===== config.mk =====
export PLATFORM = sky130hd
export DESIGN_NAME = aes_round_unit
export DESIGN_NICKNAME = d
export VERILOG_FILES = /design/src/rtl/aes_rnd_pkg.sv /design/src/rtl/aes_tbl_port.sv /design/src/rtl/aes_col_engine.sv /design/src/rtl/aes_rnd_seq.sv /design/src/rtl/aes_round_unit.sv
export SDC_FILE = /design/constraint.sdc
export NUM_CORES = 2
export LEC_CHECK = 0
export ABC_CLOCK_PERIOD_IN_PS = 34400
export BUFFER_PORTS_ARGS = -buffer_cell sky130_fd_sc_hd__buf_2
export CORE_ASPECT_RATIO = 1.2
export CORE_MARGIN = 1.5
export CORE_UTILIZATION = 45
export CTS_BUF_LIST = sky130_fd_sc_hd__clkbuf_8
export CTS_CLUSTER_SIZE = 24
export DETAILED_ROUTE_END_ITERATION = 8
export PLACE_DENSITY = 0.62
export SYNTH_ARGS = -nofsm -noshare
export SYNTH_HDL_FRONTEND = slang
export SYNTH_HIERARCHICAL = 1
export SYNTH_SLANG_ARGS = --single-unit
export TNS_END_PERCENT = 5

===== constraint.sdc =====
create_clock -name clk -period 34.4 [get_ports clk]
set_input_delay 1.72 -clock clk [delete_from_list [all_inputs] [get_ports clk]]
set_output_delay 1.72 -clock clk [all_outputs]
set_load 0.02 [all_outputs]

===== src/rtl/aes_rnd_pkg.sv =====
package aes_rnd_pkg;

  localparam int unsigned BYTE_W   = 8;
  localparam int unsigned NUM_ROW  = 4;
  localparam int unsigned NUM_COL  = 4;
  localparam int unsigned WORD_W   = BYTE_W * NUM_ROW;
  localparam int unsigned BLOCK_W  = WORD_W * NUM_COL;
  localparam int unsigned COL_IW   = $clog2(NUM_COL);

  typedef enum logic [1:0] {
    PH_IDLE  = 2'd0,
    PH_RUN   = 2'd1,
    PH_LATCH = 2'd2
  } phase_t;

  // multiply by x in GF(2^8) modulo x^8+x^4+x^3+x+1
  function automatic logic [7:0] gf_dbl(input logic [7:0] a);
    gf_dbl = {a[6:0], 1'b0} ^ (a[7] ? 8'h1B : 8'h00);
  endfunction

  function automatic logic [7:0] gf_mul(input logic [7:0] a, input logic [7:0] b);
    logic [7:0] acc;
    logic [7:0] sh;
    acc = 8'h00;
    sh  = a;
    for (int i = 0; i < 8; i++) begin
      if (b[i]) acc = acc ^ sh;
      sh = gf_dbl(sh);
    end
    gf_mul = acc;
  endfunction

  // a^254 by square-and-multiply; zero maps to zero
  function automatic logic [7:0] gf_recip(input logic [7:0] a);
    logic [7:0] sq;
    logic [7:0] acc;
    sq  = a;
    acc = 8'h01;
    for (int i = 1; i < 8; i++) begin
      sq  = gf_mul(sq, sq);
      acc = gf_mul(acc, sq);
    end
    gf_recip = acc;
  endfunction

  function automatic logic [7:0] rotl8(input logic [7:0] v, input int unsigned n);
    logic [15:0] d;
    d = {v, v} << n;
    rotl8 = d[15:8];
  endfunction

  function automatic logic [7:0] sub_byte(input logic [7:0] a);
    logic [7:0] q;
    q = gf_recip(a);
    sub_byte = q ^ rotl8(q, 1) ^ rotl8(q, 2) ^ rotl8(q, 3) ^ rotl8(q, 4) ^ 8'h63;
  endfunction

  // base view of the combined table, row 0 in the top byte
  function automatic logic [WORD_W-1:0] table_word(input logic [7:0] a, input logic last);
    logic [7:0] s;
    s = sub_byte(a);
    if (last) table_word = {s, 24'h000000};
    else      table_word = {gf_dbl(s), s, s, gf_dbl(s) ^ s};
  endfunction

endpackage


===== src/rtl/aes_tbl_port.sv =====
module aes_tbl_port
  import aes_rnd_pkg::*;
#(
  parameter int unsigned ROW = 0
) (
  input  logic [BYTE_W-1:0] byte_i,
  input  logic              last_i,
  output logic [WORD_W-1:0] word_o
);

  localparam int unsigned SHIFT = BYTE_W * ROW;

  logic [WORD_W-1:0] base_word;

  always_comb base_word = table_word(byte_i, last_i);

  generate
    if (SHIFT == 0) begin : g_plain
      always_comb word_o = base_word;
    end else begin : g_rot
      always_comb word_o = {base_word[SHIFT-1:0], base_word[WORD_W-1:SHIFT]};
    end
  endgenerate

endmodule


===== src/rtl/aes_col_engine.sv =====
module aes_col_engine
  import aes_rnd_pkg::*;
(
  input  logic [BLOCK_W-1:0] state_i,
  input  logic [COL_IW-1:0]  col_i,
  input  logic [WORD_W-1:0]  key_word_i,
  input  logic               last_i,
  output logic [WORD_W-1:0]  col_o
);

  logic [WORD_W-1:0] lane_word [NUM_ROW];

  generate
    for (genvar r = 0; r < NUM_ROW; r++) begin : g_lane
      localparam logic [WORD_W-1:0] KEEP = {BYTE_W{1'b1}} << (WORD_W - BYTE_W * (r + 1));
      logic [COL_IW-1:0] src_col;
      logic [BYTE_W-1:0] pick;
      logic [WORD_W-1:0] word;

      always_comb begin
        src_col = col_i + COL_IW'(r);
        pick    = state_i[BLOCK_W - 1 - BYTE_W * (NUM_ROW * int'(src_col) + r) -: BYTE_W];
      end

      aes_tbl_port #(.ROW(r)) u_port (
        .byte_i (pick),
        .last_i (last_i),
        .word_o (word)
      );

      always_comb lane_word[r] = word;

      // last-round lookups may only touch their own row byte
      always_comb begin
        if (last_i === 1'b1) begin
          assert_last_lane_R6: assert ((word & ~KEEP) == '0)
            else $error("last-round lane %0d leaks into other rows", r);
        end
      end
    end
  endgenerate

  always_comb begin
    col_o = key_word_i;
    for (int r = 0; r < NUM_ROW; r++) col_o = col_o ^ lane_word[r];
  end

endmodule


===== src/rtl/aes_rnd_seq.sv =====
module aes_rnd_seq
  import aes_rnd_pkg::*;
(
  input  logic              clk,
  input  logic              rst_n,
  input  logic              start_i,
  output logic              accept_o,
  output logic              step_o,
  output logic              latch_o,
  output logic [COL_IW-1:0] col_o,
  output logic              busy_o,
  output logic              done_o
);

  localparam logic [COL_IW-1:0] LAST_COL = COL_IW'(NUM_COL - 1);

  phase_t            phase_q;
  logic [COL_IW-1:0] col_q;
  logic              done_q;

  always_comb begin
    accept_o = (phase_q == PH_IDLE) && start_i;
    step_o   = (phase_q == PH_RUN);
    latch_o  = (phase_q == PH_LATCH);
    busy_o   = (phase_q != PH_IDLE);
    col_o    = col_q;
    done_o   = done_q;
  end

  always_ff @(posedge clk or negedge rst_n) begin
    if (!rst_n) begin
      phase_q <= PH_IDLE;
      col_q   <= '0;
      done_q  <= 1'b0;
    end else begin
      done_q <= latch_o;
      unique case (phase_q)
        PH_IDLE: begin
          if (start_i) begin
            phase_q <= PH_RUN;
            col_q   <= '0;
          end
        end
        PH_RUN: begin
          if (col_q == LAST_COL) phase_q <= PH_LATCH;
          col_q <= col_q + 1'b1;
        end
        PH_LATCH: phase_q <= PH_IDLE;
        default:  phase_q <= PH_IDLE;
      endcase
    end
  end

  assert_col_walk_R2: assert property (@(posedge clk) disable iff (!rst_n)
    (step_o && col_q != LAST_COL) |=> (step_o && col_q == COL_IW'($past(col_q) + 1'b1)))
    else $error("column walk broken");

  assert_run_to_latch_R2: assert property (@(posedge clk) disable iff (!rst_n)
    (step_o && col_q == LAST_COL) |=> latch_o)
    else $error("last column not followed by latch");

  assert_accept_first_col_R2: assert property (@(posedge clk) disable iff (!rst_n)
    accept_o |=> (step_o && col_q == '0))
    else $error("accepted start did not begin at column 0");

  assert_done_pulse_R3: assert property (@(posedge clk) disable iff (!rst_n)
    done_o |=> !done_o)
    else $error("done longer than one cycle");

  assert_done_after_latch_R2: assert property (@(posedge clk) disable iff (!rst_n)
    $rose(done_o) |-> $past(latch_o))
    else $error("done without latch phase");

endmodule


===== src/rtl/aes_round_unit.sv =====
module aes_round_unit
  import aes_rnd_pkg::*;
(
  input  logic         clk,
  input  logic         rst_n,
  input  logic         start_i,
  input  logic         last_i,
  input  logic [127:0] state_i,
  input  logic [127:0] rkey_i,
  output logic         busy_o,
  output logic         done_o,
  output logic [127:0] result_o
);

  logic               accept_fire;
  logic               step_fire;
  logic               latch_fire;
  logic [COL_IW-1:0]  cur_col;
  logic [BLOCK_W-1:0] st_q;
  logic [BLOCK_W-1:0] key_q;
  logic               last_q;
  logic [BLOCK_W-1:0] acc_q;
  logic [BLOCK_W-1:0] result_q;
  logic [WORD_W-1:0]  key_word;
  logic [WORD_W-1:0]  col_word;

  aes_rnd_seq u_seq (
    .clk      (clk),
    .rst_n    (rst_n),
    .start_i  (start_i),
    .accept_o (accept_fire),
    .step_o   (step_fire),
    .latch_o  (latch_fire),
    .col_o    (cur_col),
    .busy_o   (busy_o),
    .done_o   (done_o)
  );

  always_comb key_word = key_q[BLOCK_W - 1 - WORD_W * int'(cur_col) -: WORD_W];

  aes_col_engine u_col (
    .state_i    (st_q),
    .col_i      (cur_col),
    .key_word_i (key_word),
    .last_i     (last_q),
    .col_o      (col_word)
  );

  always_ff @(posedge clk or negedge rst_n) begin
    if (!rst_n) begin
      st_q     <= '0;
      key_q    <= '0;
      last_q   <= 1'b0;
      acc_q    <= '0;
      result_q <= '0;
    end else begin
      if (accept_fire) begin
        st_q   <= state_i;
        key_q  <= rkey_i;
        last_q <= last_i;
      end
      if (step_fire) acc_q[BLOCK_W - 1 - WORD_W * int'(cur_col) -: WORD_W] <= col_word;
      if (latch_fire) result_q <= acc_q;
    end
  end

  always_comb result_o = result_q;

  assert_busy_start_ignored_R4: assert property (@(posedge clk) disable iff (!rst_n)
    (busy_o && start_i) |=> ($stable(st_q) && $stable(key_q) && $stable(last_q)))
    else $error("start taken while busy");

  assert_inputs_held_R7: assert property (@(posedge clk) disable iff (!rst_n)
    !accept_fire |=> ($stable(st_q) && $stable(key_q)))
    else $error("operands changed without accept");

  assert_result_held_R8: assert property (@(posedge clk) disable iff (!rst_n)
    !latch_fire |=> $stable(result_o))
    else $error("result changed outside latch");

  assert_done_marks_update_R8: assert property (@(posedge clk) disable iff (!rst_n)
    latch_fire |=> done_o)
    else $error("result latched without done");

endmodule


==> results.md <==
- Reg clk slew, reported paths: 60 ps
- Synth Register Bits: 518
- Setup bufs post-CTS: 0
- Post-layout instance area: 91900 um^2
- Multi-input combinational cell area: 69700 um^2
- Antenna Nets Post-Route: 0
- Top area cells in the synthesized netlist: xnor2_1 (15%), dfrtp_1 (15%), xnor3_1 (10%)
- Max Slew Vio Count: 3
- Fin cells: 12200
- Post-route minimum period: 23170 ps
- Launch point of the worst path: u_seq/col_o[0]
- Initial core utilization: 45.3%
- CTS Hold Bufs: 0
- Post-Syn Area: 86000 um^2
- Placed Area: 90100 um^2
- CP dominant cell by count: xnor2_1
- Clock Tree Buf Depth: 3
- Hold Crit Class: flip-flop to flip-flop
- Yosys warns: 6
- CTS tree: done
- Cell row count: 175
- Routed wire length per instance: 21.9 um
- Num CTS Buffers: 88
- RSZ-0062 raised after global routing: no
- Post-placement cell count: 12100
- H-tree levels: 3
- First-pass GRT wire length: 420 mm
- CP required: 35100 ps
- PortBufs: 389
- Detailed Route Iter0 Violations: 6636
- Seq. cell area: 13000 um^2
- Seq/Total Area, Yosys: 15.1%
- Delay-heaviest family, CP: XOR/XNOR gates
- Final Skew: 87.7 ps
- Setup tns final: 0 ps
- Syn_nets: 9900
- Most Crowded Layer GR: met2
- Initial antenna violation count: 30
- Top cell type's share of synthesized area: 15.2%
- EDFF count, synth: 0
- Reg2reg start: u_seq/col_o[0]
- Critical path's slowest cell: nor2_1
- Fill count: 18000
- Setup crit end: acc_q[56]
- Critical path depth in cells: 59
- Number of global-route vias before repair: 72000
- DIE HEIGHT: 482 um
- Failing checks: capacitance limit, slew limit
- Crit path buf inv count: 5
- Synthesized instance count: 9611
- Final setup violation count: 0
- Worst Path Max Fanout: 23
- Die W: 402 um
- Clk sinks: 518
- Routing usage on met3: 4.69%
- Worst EP arrival: 23870 ps
- Synth Flop Type: dfrtp_1
- Crit start category: flip-flop
- FFs w/ async S/R, synth: 100%
- Post-CTS Resized: 0
- Avg Inst Size Synth: 8.94 um^2
- Fmax: 43.2 MHz
- Cells on worst reg2reg path: 59
- Worst-margin pin slew: 1600 ps
- Slew Limit Headroom: -9.11%
- Largest net degree at the start of global routing: 163
- GR Util All Layers: 26.8%
- WS Path Type: flip-flop to flip-flop
- CP endpoint kind: flip-flop
- Worst r2r dst: acc_q[56]
- Met1 Resource Use GR: 34.7%
- Root cell of the clock tree: clkbuf_8
- Hold_ws: 489 ps
- Drt via density: 6.02
- Area grow syn2layout: 6.92%
- Post-synthesis cell type count: 116
- Max cap viols: 1
- DR vias: 73700
- Max stage delay on crit path: 950 ps
- Post-DP HPWL: 197 mm
- Residual DRC count: 0
- Period utilisation layout: 67.4%
- Full die area: 194000 um^2
- IO Pins: 390
- Share of cells above drive strength 1: 19.5%
- GR Util met2: 45.4%
- Status: finished, violations left
- Overall routed net length: 268 mm
- Top cell type by total area after synthesis: xnor2_1
- Clock latency on the worst-skew pair: 840 ps
- Global route overflow: 0
- Drt pass-1 iters: 6
- Core area: 190000 um^2
- Flop2flop setup slack: 11230 ps
- Gp weighted congestion: 0.935
- Final-stage net count: 9983
- Final Hold Fails: 0
final cells by class:
type                            count  area share (%)
Clock inverter                     48           0.467
Multi-Input combinational cell   8321            75.8
Antenna cell                       11          0.0300
Sequential cell                   518            14.1
Clock buffer                      101            1.51
Tap cell                         2478            3.37
Timing Repair Buffer              640            4.19
Inverter                          125           0.511
cell usage after synthesis (29+ instances only):
cell and n:
nor2_1 1097, o21a_1 56, xnor3_2 56, a32oi_1 48, or3_1 60, o22ai_1 96
mux2_2 562, buf_4 100, a31oi_1 68, xor2_2 76, o21ai_1 40, nand2b_1 46
mux4_2 63, ha_1 29, and3_1 40, and2_1 53, nor4_1 36, a221oi_1 32
a21o_1 52, xnor2_4 36, buf_6 29, a22oi_1 64, o211ai_1 108, a211oi_1 104
nor3_1 280, xor3_1 52, inv_1 85, xnor2_2 104, nand4_1 72, buf_2 151
xnor3_1 396, o221ai_1 48, nand2_1 832, dfrtp_1 518, xnor2_1 1496, xor2_1 404
a21oi_1 421, o21ai_0 324, nand3_1 205, mux2i_1 244, clkbuf_1 341
metrics by stage:
stage          worst slack (ps)  utilization (%)
6_report                  11230             48.5
3_3_place_gp              11670             47.5
4_1_cts                   11360             48.4
5_1_grt                    9830             48.5
2_1_floorplan             16190                -
3_5_place_dp              11450             47.5
worst min-delay path by stage:
stage / start / end / depth (start not counted)
final: acc_q[86] / result_o[86] / 1
after global routing: acc_q[8] / result_o[8] / 1
after CTS: acc_q[7] / result_o[7] / 1
after detailed placement: acc_q[126] / acc_q[126] / 1
after global placement: acc_q[126] / acc_q[126] / 1
after floorplan: acc_q[101] / acc_q[101] / 1
registers in the layout, indices dropped and copies added (netlist names):
register and cells:
u_seq/col_o 2, u_seq/done_o 1, acc_q 128, st_q 128, u_seq/phase_q 2, result_o 128, last_q 1, key_q 128
cells by family (layout without fill, tap and decap cells):
kind of cell    count (synthesis)  after routing  synth area share [%]
fa+ha+maj                      37             37                 0.515
simple gates                 2911           2911                  15.3
buf+inv                       772            914                  4.40
flops                         518            518                  15.1
xor+xnor                     2636           2636                  37.8
other cells                     0             11                     0
mux                           890            890                  12.2
compound gates               1847           1847                  14.8
layer usage:
metal  vias up  part of all wire, %
li1      34300                    -
met1     36000                   42
met2      2881                   48
met3       493                  7.2
met4        28                  2.7
met5         -                0.064
layout by cell type (no fill, tap or decap), types with 96 or more instances in the layout:
cell,n
a211oi_1,104
a21oi_1,421
buf_2,388
buf_4,250
clkbuf_8,101
dfrtp_1,515
inv_1,103
mux2_2,562
mux2i_1,244
nand2_1,832
nand3_1,204
nor2_1,1096
nor3_1,280
o211ai_1,108
o21ai_0,324
o22ai_1,96
xnor2_1,1443
xnor2_2,157
xnor3_1,392
xor2_1,400
Power is not shown: default switching activity piles up to over one toggle a cycle in this logic, so the estimate is an artifact.
